## src/rtl/fcs_pkg.sv

```systemverilog
package fcs_pkg;
  localparam int BUS_W      = 32;
  localparam int ADDR_BYTES = 4;
  localparam int DATA_BYTES = 8;
  localparam int ADDR_W     = ADDR_BYTES * 8;
  localparam int DATA_W     = DATA_BYTES * 8;
  localparam int POS_W      = $clog2(DATA_W);

  // command word field positions (the host encodes frames this way)
  localparam int OPC_LSB    = 24;
  localparam int RD_EN_BIT  = 23;
  localparam int RD_CNT_LSB = 20;
  localparam int AD_EN_BIT  = 19;
  localparam int AD_CNT_LSB = 16;
  localparam int WR_EN_BIT  = 15;
  localparam int WR_CNT_LSB = 12;
  localparam int DMY_LSB    = 7;
  localparam int EXEC_BIT   = 0;

  localparam logic [1:0] SEL_CMD  = 2'd0;
  localparam logic [1:0] SEL_ADDR = 2'd1;
  localparam logic [1:0] SEL_WLO  = 2'd2;
  localparam logic [1:0] SEL_WHI  = 2'd3;

  typedef enum logic [2:0] {
    PH_IDLE, PH_OPC, PH_ADDR, PH_DUMMY, PH_WDATA, PH_RDATA
  } phase_t;

  typedef struct packed {
    logic       rd_en;
    logic [2:0] rd_cnt;
    logic       ad_en;
    logic [1:0] ad_cnt;
    logic       wr_en;
    logic [2:0] wr_cnt;
    logic [4:0] dummy;
  } shape_t;

  typedef struct packed {
    logic [7:0] opcode;
    shape_t     shape;
  } cmd_t;
endpackage

```

## src/rtl/fcs_regfile.sv

```systemverilog
module fcs_regfile
  import fcs_pkg::*;
(
  input  logic              clk,
  input  logic              rst,
  input  logic              bus_wr,
  input  logic [1:0]        bus_sel,
  input  logic [BUS_W-1:0]  bus_wdata,
  input  logic              busy,
  output cmd_t              ctrl_cmd,
  output cmd_t              new_cmd,
  output logic              start,
  output logic [ADDR_W-1:0] addr_q,
  output logic [DATA_W-1:0] wdat_q
);
  logic accept;

  assign accept = bus_wr && !busy;
  assign start  = accept && (bus_sel == SEL_CMD) && bus_wdata[EXEC_BIT];

  always_comb begin
    new_cmd.opcode       = bus_wdata[OPC_LSB +: 8];
    new_cmd.shape.rd_en  = bus_wdata[RD_EN_BIT];
    new_cmd.shape.rd_cnt = bus_wdata[RD_CNT_LSB +: 3];
    new_cmd.shape.ad_en  = bus_wdata[AD_EN_BIT];
    new_cmd.shape.ad_cnt = bus_wdata[AD_CNT_LSB +: 2];
    new_cmd.shape.wr_en  = bus_wdata[WR_EN_BIT];
    new_cmd.shape.wr_cnt = bus_wdata[WR_CNT_LSB +: 3];
    new_cmd.shape.dummy  = bus_wdata[DMY_LSB +: 5];
  end

  always_ff @(posedge clk) begin
    if (rst) begin
      ctrl_cmd <= '0;
      addr_q   <= '0;
      wdat_q   <= '0;
    end else if (accept) begin
      case (bus_sel)
        SEL_CMD:  ctrl_cmd <= new_cmd;
        SEL_ADDR: addr_q   <= bus_wdata[ADDR_W-1:0];
        SEL_WLO:  wdat_q[BUS_W-1:0] <= bus_wdata;
        default:  wdat_q[DATA_W-1:BUS_W] <= bus_wdata;
      endcase
    end
  end

  // nothing held here moves after a write that arrived while busy
  p_ignore_busy_r9: assert property (@(posedge clk) disable iff (rst)
    (busy && bus_wr) |=> ($stable(addr_q) && $stable(wdat_q) && $stable(ctrl_cmd)));
endmodule

```

## src/rtl/fcs_sequencer.sv

```systemverilog
module fcs_sequencer
  import fcs_pkg::*;
(
  input  logic             clk,
  input  logic             rst,
  input  logic             start,
  input  shape_t           shape,
  input  logic             tx_bit,
  output phase_t           phase_q,
  output logic [POS_W-1:0] pos_q,
  output phase_t           nxt_phase,
  output logic [POS_W-1:0] nxt_pos,
  output logic             busy_o,
  output logic             sel_o,
  output logic             sclk_o,
  output logic             mosi_o
);
  function automatic int phase_len(phase_t p, shape_t s);
    case (p)
      PH_OPC:   return 8;
      PH_ADDR:  return 8 * (int'(s.ad_cnt) + 1);
      PH_DUMMY: return int'(s.dummy);
      PH_WDATA: return 8 * (int'(s.wr_cnt) + 1);
      PH_RDATA: return 8 * (int'(s.rd_cnt) + 1);
      default:  return 0;
    endcase
  endfunction

  // next non-empty phase in the fixed frame order; write beats read
  function automatic phase_t after(phase_t p, shape_t s);
    if (p == PH_OPC && s.ad_en) return PH_ADDR;
    if ((p == PH_OPC || p == PH_ADDR) && s.dummy != 5'd0) return PH_DUMMY;
    if (p != PH_WDATA && p != PH_RDATA && s.wr_en) return PH_WDATA;
    if (p != PH_WDATA && p != PH_RDATA && s.rd_en) return PH_RDATA;
    return PH_IDLE;
  endfunction

  logic last;
  assign last = (int'(pos_q) == phase_len(phase_q, shape) - 1);

  always_comb begin
    nxt_phase = phase_q;
    nxt_pos   = pos_q;
    if (phase_q == PH_IDLE) begin
      if (start) begin
        nxt_phase = PH_OPC;
        nxt_pos   = '0;
      end
    end else if (!last) begin
      nxt_pos = pos_q + 1'b1;
    end else begin
      nxt_phase = after(phase_q, shape);
      nxt_pos   = '0;
    end
  end

  always_ff @(posedge clk) begin
    if (rst) begin
      phase_q <= PH_IDLE;
      pos_q   <= '0;
      busy_o  <= 1'b0;
      sel_o   <= 1'b0;
      sclk_o  <= 1'b0;
      mosi_o  <= 1'b0;
    end else begin
      phase_q <= nxt_phase;
      pos_q   <= nxt_pos;
      busy_o  <= (nxt_phase != PH_IDLE);
      sel_o   <= (nxt_phase != PH_IDLE);
      sclk_o  <= (nxt_phase != PH_IDLE);
      mosi_o  <= tx_bit;
    end
  end

  // an accepted execute raises busy at the next edge
  p_start_busy_r2: assert property (@(posedge clk) disable iff (rst)
    start |=> busy_o);
  // a read phase never runs for a command that also writes
  p_no_read_on_write_r8: assert property (@(posedge clk) disable iff (rst)
    (phase_q == PH_RDATA) |-> !shape.wr_en);
endmodule

```

## src/rtl/fcs_tx_bit.sv

```systemverilog
module fcs_tx_bit
  import fcs_pkg::*;
(
  input  phase_t            phase,
  input  logic [POS_W-1:0]  pos,
  input  logic [7:0]        opcode,
  input  logic [1:0]        ad_cnt,
  input  logic [ADDR_W-1:0] addr,
  input  logic [DATA_W-1:0] wdat,
  output logic              bit_o
);
  logic [4:0] aidx;

  assign aidx = {ad_cnt, 3'b111} - pos[4:0];

  always_comb begin
    case (phase)
      PH_OPC:   bit_o = opcode[~pos[2:0]];
      PH_ADDR:  bit_o = addr[aidx];
      PH_WDATA: bit_o = wdat[{pos[POS_W-1:3], ~pos[2:0]}];
      default:  bit_o = 1'b0;
    endcase
  end
endmodule

```

## src/rtl/fcs_rx_capture.sv

```systemverilog
module fcs_rx_capture
  import fcs_pkg::*;
(
  input  logic              clk,
  input  logic              rst,
  input  logic              start,
  input  phase_t            phase,
  input  logic [POS_W-1:0]  pos,
  input  logic              miso,
  output logic [DATA_W-1:0] rd_q
);
  always_ff @(posedge clk) begin
    if (rst || start) begin
      rd_q <= '0;
    end else if (phase == PH_RDATA) begin
      rd_q[{pos[POS_W-1:3], ~pos[2:0]}] <= miso;
    end
  end

  // result words only move while a read phase runs or a frame starts
  p_rd_hold_r7: assert property (@(posedge clk) disable iff (rst)
    (phase != PH_RDATA && !start) |=> $stable(rd_q));
endmodule

```

## src/rtl/flash_cmd_seq.sv

```systemverilog
module flash_cmd_seq
  import fcs_pkg::*;
(
  input  logic              clk,
  input  logic              rst,
  input  logic              bus_wr,
  input  logic [1:0]        bus_sel,
  input  logic [BUS_W-1:0]  bus_wdata,
  output logic              cmd_busy,
  output logic [BUS_W-1:0]  rdata_lo,
  output logic [BUS_W-1:0]  rdata_hi,
  output logic              spi_sel,
  output logic              spi_sclk_en,
  output logic              spi_mosi,
  input  logic              spi_miso
);
  cmd_t              ctrl_cmd, new_cmd, cmd_eff;
  logic              start, tx_bit;
  logic [ADDR_W-1:0] addr_q;
  logic [DATA_W-1:0] wdat_q, rd_q;
  phase_t            phase_q, nxt_phase;
  logic [POS_W-1:0]  pos_q, nxt_pos;

  fcs_regfile u_regs (
    .clk(clk), .rst(rst), .bus_wr(bus_wr), .bus_sel(bus_sel),
    .bus_wdata(bus_wdata), .busy(cmd_busy), .ctrl_cmd(ctrl_cmd),
    .new_cmd(new_cmd), .start(start), .addr_q(addr_q), .wdat_q(wdat_q)
  );

  // the word being written drives the first bit; the stored word after that
  assign cmd_eff = start ? new_cmd : ctrl_cmd;

  fcs_sequencer u_seq (
    .clk(clk), .rst(rst), .start(start), .shape(cmd_eff.shape),
    .tx_bit(tx_bit), .phase_q(phase_q), .pos_q(pos_q),
    .nxt_phase(nxt_phase), .nxt_pos(nxt_pos), .busy_o(cmd_busy),
    .sel_o(spi_sel), .sclk_o(spi_sclk_en), .mosi_o(spi_mosi)
  );

  fcs_tx_bit u_tx (
    .phase(nxt_phase), .pos(nxt_pos), .opcode(cmd_eff.opcode),
    .ad_cnt(cmd_eff.shape.ad_cnt), .addr(addr_q), .wdat(wdat_q),
    .bit_o(tx_bit)
  );

  fcs_rx_capture u_rx (
    .clk(clk), .rst(rst), .start(start), .phase(phase_q), .pos(pos_q),
    .miso(spi_miso), .rd_q(rd_q)
  );

  assign rdata_lo = rd_q[BUS_W-1:0];
  assign rdata_hi = rd_q[DATA_W-1:BUS_W];

  // dummy clocks carry a low data line
  p_dummy_quiet_r5: assert property (@(posedge clk) disable iff (rst)
    (phase_q == PH_DUMMY) |-> !spi_mosi);
endmodule

```

## config.mk

```make
export PLATFORM = sky130hd
export DESIGN_NAME = flash_cmd_seq
export DESIGN_NICKNAME = d
export VERILOG_FILES = /design/src/rtl/fcs_pkg.sv /design/src/rtl/fcs_regfile.sv /design/src/rtl/fcs_sequencer.sv /design/src/rtl/fcs_tx_bit.sv /design/src/rtl/fcs_rx_capture.sv /design/src/rtl/flash_cmd_seq.sv
export SDC_FILE = /design/constraint.sdc
export NUM_CORES = 1
export LEC_CHECK = 0
export BUFFER_PORTS_ARGS = -buffer_cell sky130_fd_sc_hd__buf_2
export CORE_MARGIN = 2
export CORE_UTILIZATION = 50
export CTS_CLUSTER_DIAMETER = 60
export CTS_CLUSTER_SIZE = 28
export DETAILED_ROUTE_END_ITERATION = 6
export PLACE_DENSITY = 0.76
export SYNTH_ARGS = -nofsm -noshare
export SYNTH_HDL_FRONTEND = slang
export SYNTH_HIERARCHICAL = 1
export SYNTH_SLANG_ARGS = --single-unit
```

## constraint.sdc

```tcl
create_clock -name clk -period 15.9 [get_ports clk]
set_input_delay 3.975 -clock clk [delete_from_list [all_inputs] [get_ports clk]]
set_output_delay 3.975 -clock clk [all_outputs]
set_load 0.02 [all_outputs]
```

==> After elaboration in Yosys (flattened, before gate mapping) <==
Cells that the tools add are included.
{ "op_classes": {"n_addsub": 6, "n_bitwise": 3, "div": 0, "n_lt_le_gt_ge": 5, "shifts": 0, "n_mux": 44, "mul": 0, "n_eq_ne": 13, "reduce_logical": 21} }
{ "op_table": {"columns": ["operator", "count"], "rows": [
  ["case mux 32 bit (5 select lines)", 1],
  ["bitwise mux 64 bit", 1],
  ["two-way mux 3 bit", 11],
  ["equality test 7 x 32 -> 1 bit", 1],
  ["subtractor 32 x 2 -> 32 bit (second input constant)", 1],
  ["two-way mux 24 bit", 1],
  ["two-way mux 1 bit", 22],
  ["two-way mux 6 bit", 3],
  ["less-than comparator 6 x 7 -> 1 bit (second input constant)", 2],
  ["equality test 3 x 2 -> 1 bit (second input constant)", 3],
  ["equality test 3 bit (second input constant)", 3],
  ["logical AND 1 bit", 9],
  ["adder 3 x 1 -> 4 bit (second input constant)", 2],
  ["AND reduction 2 bit", 4],
  ["adder 6 x 1 -> 6 bit (second input constant)", 1],
  ["binary-select mux 1 bit (select 6 bit)", 1],
  ["demux 1 bit (select 6 bit)", 1],
  ["equality test 3 x 1 -> 1 bit (second input constant)", 2],
  [">= comparator 6 x 1 -> 1 bit (second input constant)", 1],
  ["less-than comparator 5 x 6 -> 1 bit (second input constant)", 1],
  ["!= test 3 bit (second input constant)", 2],
  ["NOT 3 bit", 2],
  ["binary-select mux 1 bit (select 5 bit)", 1],
  ["nonzero test 5 bit", 1],
  ["other kinds (14)", 15]
]} }
{ "word_totals": {"latch_bits": 0, "memories": 0, "regBits": 195, "in_bits": 38, "word_cells": 108, "rom_bits": 0, "ram_bits": 0, "out_inout_bits": 68} }

==> Longest topological paths before layout <==
{ "depth": {"ltp_word": 31, "ltp_mapped": 26, "mapped_depth_nobuf": 22} }

==> Modules after synthesis <==
The synthesis kept the hierarchy.
{ "by_module_without_submodules": {"columns": ["mod", "cells_per_inst", "instances", "area_per_inst_um2", "seq_area_each_um2"], "rows": [
  ["fcs_regfile", 454, 1, 4961.0, 2402.3],
  ["fcs_rx_capture", 306, 1, 2911.5, 1281.2],
  ["fcs_sequencer", 157, 1, 1194.9, 220.2],
  ["fcs_tx_bit", 89, 1, 1043.5, 0.0],
  ["flash_cmd_seq", 27, 1, 396.6, 0.0]
]} }

==> Least setup slack after synthesis <==
Ideal clock, no wire load.
{ "synth_path": {"kind": "in2reg", "startpoint": "input bus_sel[1]", "endpoint": "register u_seq.mosi_o", "path_buffers": 3, "t_required_ns": 15.774, "setup_ns": 0.126, "arrival_ns": 9.668, "stages": 25, "setup_slack_ns": 6.106, "path_cell_list": "nor4b_2 -> and2_1 -> buf_6 -> buf_12 -> mux2_4 -> mux2_2 -> ha_1 -> or3b_2 -> mux2i_1 -> or4_4 -> nor2_1 -> ha_1 -> nor3b_1 -> o211a_1 -> nand4_2 -> o211ai_1 -> nand2_1 -> ha_1 -> clkbuf_1 -> mux4_2 -> a22oi_1 -> nand3_1 -> o2bb2ai_1 -> or4_1 -> nor2b_1"} }
{ "synth_lines": {"columns": ["item", "line", "rtl"], "rows": [
  ["from (decl)", "flash_cmd_seq.sv:7", "input logic [1:0] bus_sel,"],
  ["to (signal assigned)", "fcs_sequencer.sv:71", "mosi_o <= tx_bit;"],
  ["to (decl)", "fcs_sequencer.sv:16", "output logic mosi_o"]
]} }

==> results.md <==
- Status: completed
- Slew Viols, Final: 0
- TritonCTS Sinks: 195
- Period utilization: 66.91%
- Arr. time, crit path: 10930 ps
- Layout Nets: 1101
- Yosys top cell area share: 37.15%
- Area growth syn-to-layout: 8.549%
- Worst setup path end: u_seq/mosi_o
- Die span in x: 149.0 µm
- HPWL after DPL: 16.41 mm
- Hold Path Class: reg -> reg
- Die Span Y: 149.0 µm
- Cell Pwr Density: 90.96 nW/µm²
- Slowest CP cell: nor4b_2
- Hold_buf cts: 0
- Peak VDD IR: 0.07533 mV
- Routability congestion estimate from global placement: 0.8878
- Initial Utilization: 50.46%
- Placed insts: 1313
- Cell family with most CP delay: simple AND/OR/NAND/NOR gates
- Final setup fails: 0
- Synth area leaders: dfxtp_1 37%, mux2i_1 19%, nand2b_1 9.2%, mux2_4 3.1%, nand3_1 3.1%
- Most used cell, CP: ha_1
- Vias per cell: 5.599
- Total grt overflow: 0
- Switching portion of total power: 26.21%
- Routed length per placed instance: 17.84 µm
- Layout fillers: 1865
- Row count: 53
- DR iter-0 viols: 601
- DRT Pass-1 Iters: 5
- Share of layout cells above drive strength 1: 20.37%
- Hold path start: u_rx/rd_q[22]
- Final setup TNS: 0 ps
- DR DRC count: 0
- CTS tree: yes
- Seq/Total Area, Yosys: 37.15%
- Stages on worst setup path: 22
- Synthesized Nets: 1077
- Via count: 7530
- CP max stage delay: 770 ps
- Worst R2R Setup Slack: 8400 ps
- Seq pwr share: 48.8%
- DRT Wirelength: 23.99 mm
- Mapped Avg Cell Area: 10.17 µm²
- EDFF count, synth: 0
- Synth cell types: 71
- CTS buffer count: 17
- Root buffer cell: clkbuf_16
- Fin area: 11410 µm²
- CP startpoint: bus_sel[1]
- Final cell count without fillers: 1345
- Dpl cell area: 10770 µm²
- Worst Setup End Kind: register
- Hold path cells: 2
- Total track usage: 21.67%
- Startpoint Class: input pin
- CP Max Fanout: 23
- Clock power frac: 43.6%
- # resized after CTS: 0
- CP cell instances: buf_2 -> nor4b_2 -> and2_2 -> buf_4 -> mux2_4 -> ha_1 -> mux2i_1 -> o2bb2ai_1 -> or4_4 -> nor2_1 -> ha_1 -> nor3b_1 -> o211a_1 -> nand4_2 -> nand3b_1 -> nand2_1 -> mux4_1 -> mux4_2 -> nand4_1 -> o21ai_1 -> or4_1 -> nor2b_1
- H-tree levels: 4
- Setup Skew: 13.13 ps
- CP bufs+invs: 2
- Ant diodes: 0
- Yosys warns: 6
- Slew HR: 30.25%
- Reg2reg start: u_seq/sclk_o
- Synthesized instance count: 1033
- Number of global-route vias before repair: 7076
- IO Pins: 106
- First-pass GRT wire length: 38.12 mm
- Fmax: 94.00 MHz
- Core Box Area: 20820 µm²
- Worst R2R Path Depth: 21
- Req. time, crit path: 16190 ps
- Top_reg_cell synth: dfxtp_1
- Maxcap violations: 0
- Crit Path Category: in -> reg
- Shortest period the worst path allows: 10640 ps
- Leak: 5.253 nW
- Final core occ: 54.78%
- Port bufs: 105
- Worst-Margin Slew: 1046 ps
- Unrepaired setup endpoints after global routing: false
- DIE AREA: 22190 µm²
- Setup Buffers After CTS: 0
- Worst reg2reg endpoint: u_seq/mosi_o
- Mapped Area: 10510 µm²
- #FFs+latches synth: 195
- Clk_lat worst skew: 440 ps
- Psw: 0.2719 mW
- Async S/R FF share, synth: 0%
- Cell internal pwr: 0.7656 mW
- Largest net degree at the start of global routing: 118
- Hold Fails Final Rpt: 0
- Comb power frac: 7.6%
- Initial antenna violation count: 0
- Post-DRT Antenna Nets: 0
- CTS max path bufs: 2
- Clock-pin transition on the worst setup and hold timing paths: 80 ps
- Biggest area consumer among synthesized cells: dfxtp_1
## worst register-to-register path, delay by kind of cell (launching register included)
family / cells / cell delay, ps
AND/OR/NAND/NOR: 11 / 3910
multiplexers: 4 / 1710
flip-flops: 1 / 450
buffers and inverters: 1 / 430
adder cells (fa/ha/maj): 2 / 430
AO/OA/AOI/OAI: 3 / 430
## power by group through the flow
stage	combinational [mW]	clock, mW	sequential, mW
after CTS	0.0784	0.458	0.506
after floorplan	0.0647	0	0.514
after global routing	0.0847	0.478	0.508
final	0.0786	0.452	0.507
after global placement	0.0766	0	0.518
after detailed placement	0.0779	0	0.518
## cell usage after synthesis, drive strengths merged, types with 3 or more instances
cell type	number
nand4bb	3
nand2b	154
a21oi	9
nand3b	4
and3b	9
mux4	23
or4	3
ha	6
buf	72
nand2	85
nor3b	9
a21o	3
and2	9
nand3	75
dfxtp	195
or3b	3
a211oi	4
clkbuf	38
nor2	19
o21ai	6
mux2	32
nand4	7
nor2b	9
inv	7
mux2i	198
xnor2	5
nor3	3
o211ai	8
## stage by stage
step / worst slack, ps / power, mW / hold slack (ps)
6_report: 5261 / 1.037 / 458.6
2_1_floorplan: 6106 / 0.5792 / 443.9
4_1_cts: 5386 / 1.043 / 459.5
3_3_place_gp: 5153 / 0.5943 / 442.2
3_5_place_dp: 4947 / 0.5959 / 448.4
5_1_grt: 4921 / 1.071 / 482.3
## cell usage in the layout, fill, tap and decap left out, drive strengths merged, types with 3 or more instances in the layout
cell,instances
nor2b,9
clkbuf,17
nand4bb,3
nand2,85
a211oi,4
or3b,3
nand4,7
mux2i,198
a21oi,9
dfxtp,195
buf,115
ha,6
o211ai,8
nor3b,9
xnor2,5
or4,3
nand2b,154
nor3,3
clkinv,6
mux2,32
mux4,23
nand3b,4
and2,9
and3b,9
nor2,19
a21o,3
o21ai,6
inv,15
nand3,75
## flip-flops by register name, indices dropped and copies added (netlist names)
register,flops
u_seq/phase_q,3
u_seq/sclk_o,1
u_rx/rd_q,64
u_regs/ctrl_cmd,24
u_regs/wdat_q,64
u_seq/mosi_o,1
u_seq/pos_q,6
u_regs/addr_q,32
## worst min-delay path by stage
stage	endpoint	slack, ps
6_report	u_rx/rd_q[22]	460
5_1_grt	u_rx/rd_q[55]	480
4_1_cts	u_rx/rd_q[0]	460
3_5_place_dp	u_rx/rd_q[0]	450
3_3_place_gp	u_rx/rd_q[45]	440
2_1_floorplan	u_regs/addr_q[10]	440
## routing by layer
metal	wire (µm)	share of wire [%]	vias up	global-route usage, %
met1	10850	45	3638	29.28
met4	494	2.1	0	7.190
met5	0	0	-	0
li1	-	-	3644	-
met2	11500	48	210	35.41
met3	1151	4.8	38	3.578
## cells by family after synthesis
logic type / Yosys count / synth area share [%]
AOI/OAI and AO/OA: 50 / 3.429
xor gates and xnor gates: 7 / 0.5835
adders and majority gates: 6 / 0.7144
buffers and inverters: 117 / 6.954
DFF: 195 / 37.15
muxes: 253 / 28.44
and+or+nand+nor: 405 / 22.73
## cell type report
type                       count  area, µm²  share of cell area [%]
inverter                       7      26.28                  0.2304
clock inverter                15      210.2                   1.843
multi-input combinational    721       5893                   51.67
timing repair buffer         115      603.1                   5.287
clock buffer                  17      425.4                   3.730
tap                          275      344.1                   3.017
sequential                   195       3904                   34.23
Power figures use the tool's default switching activity.
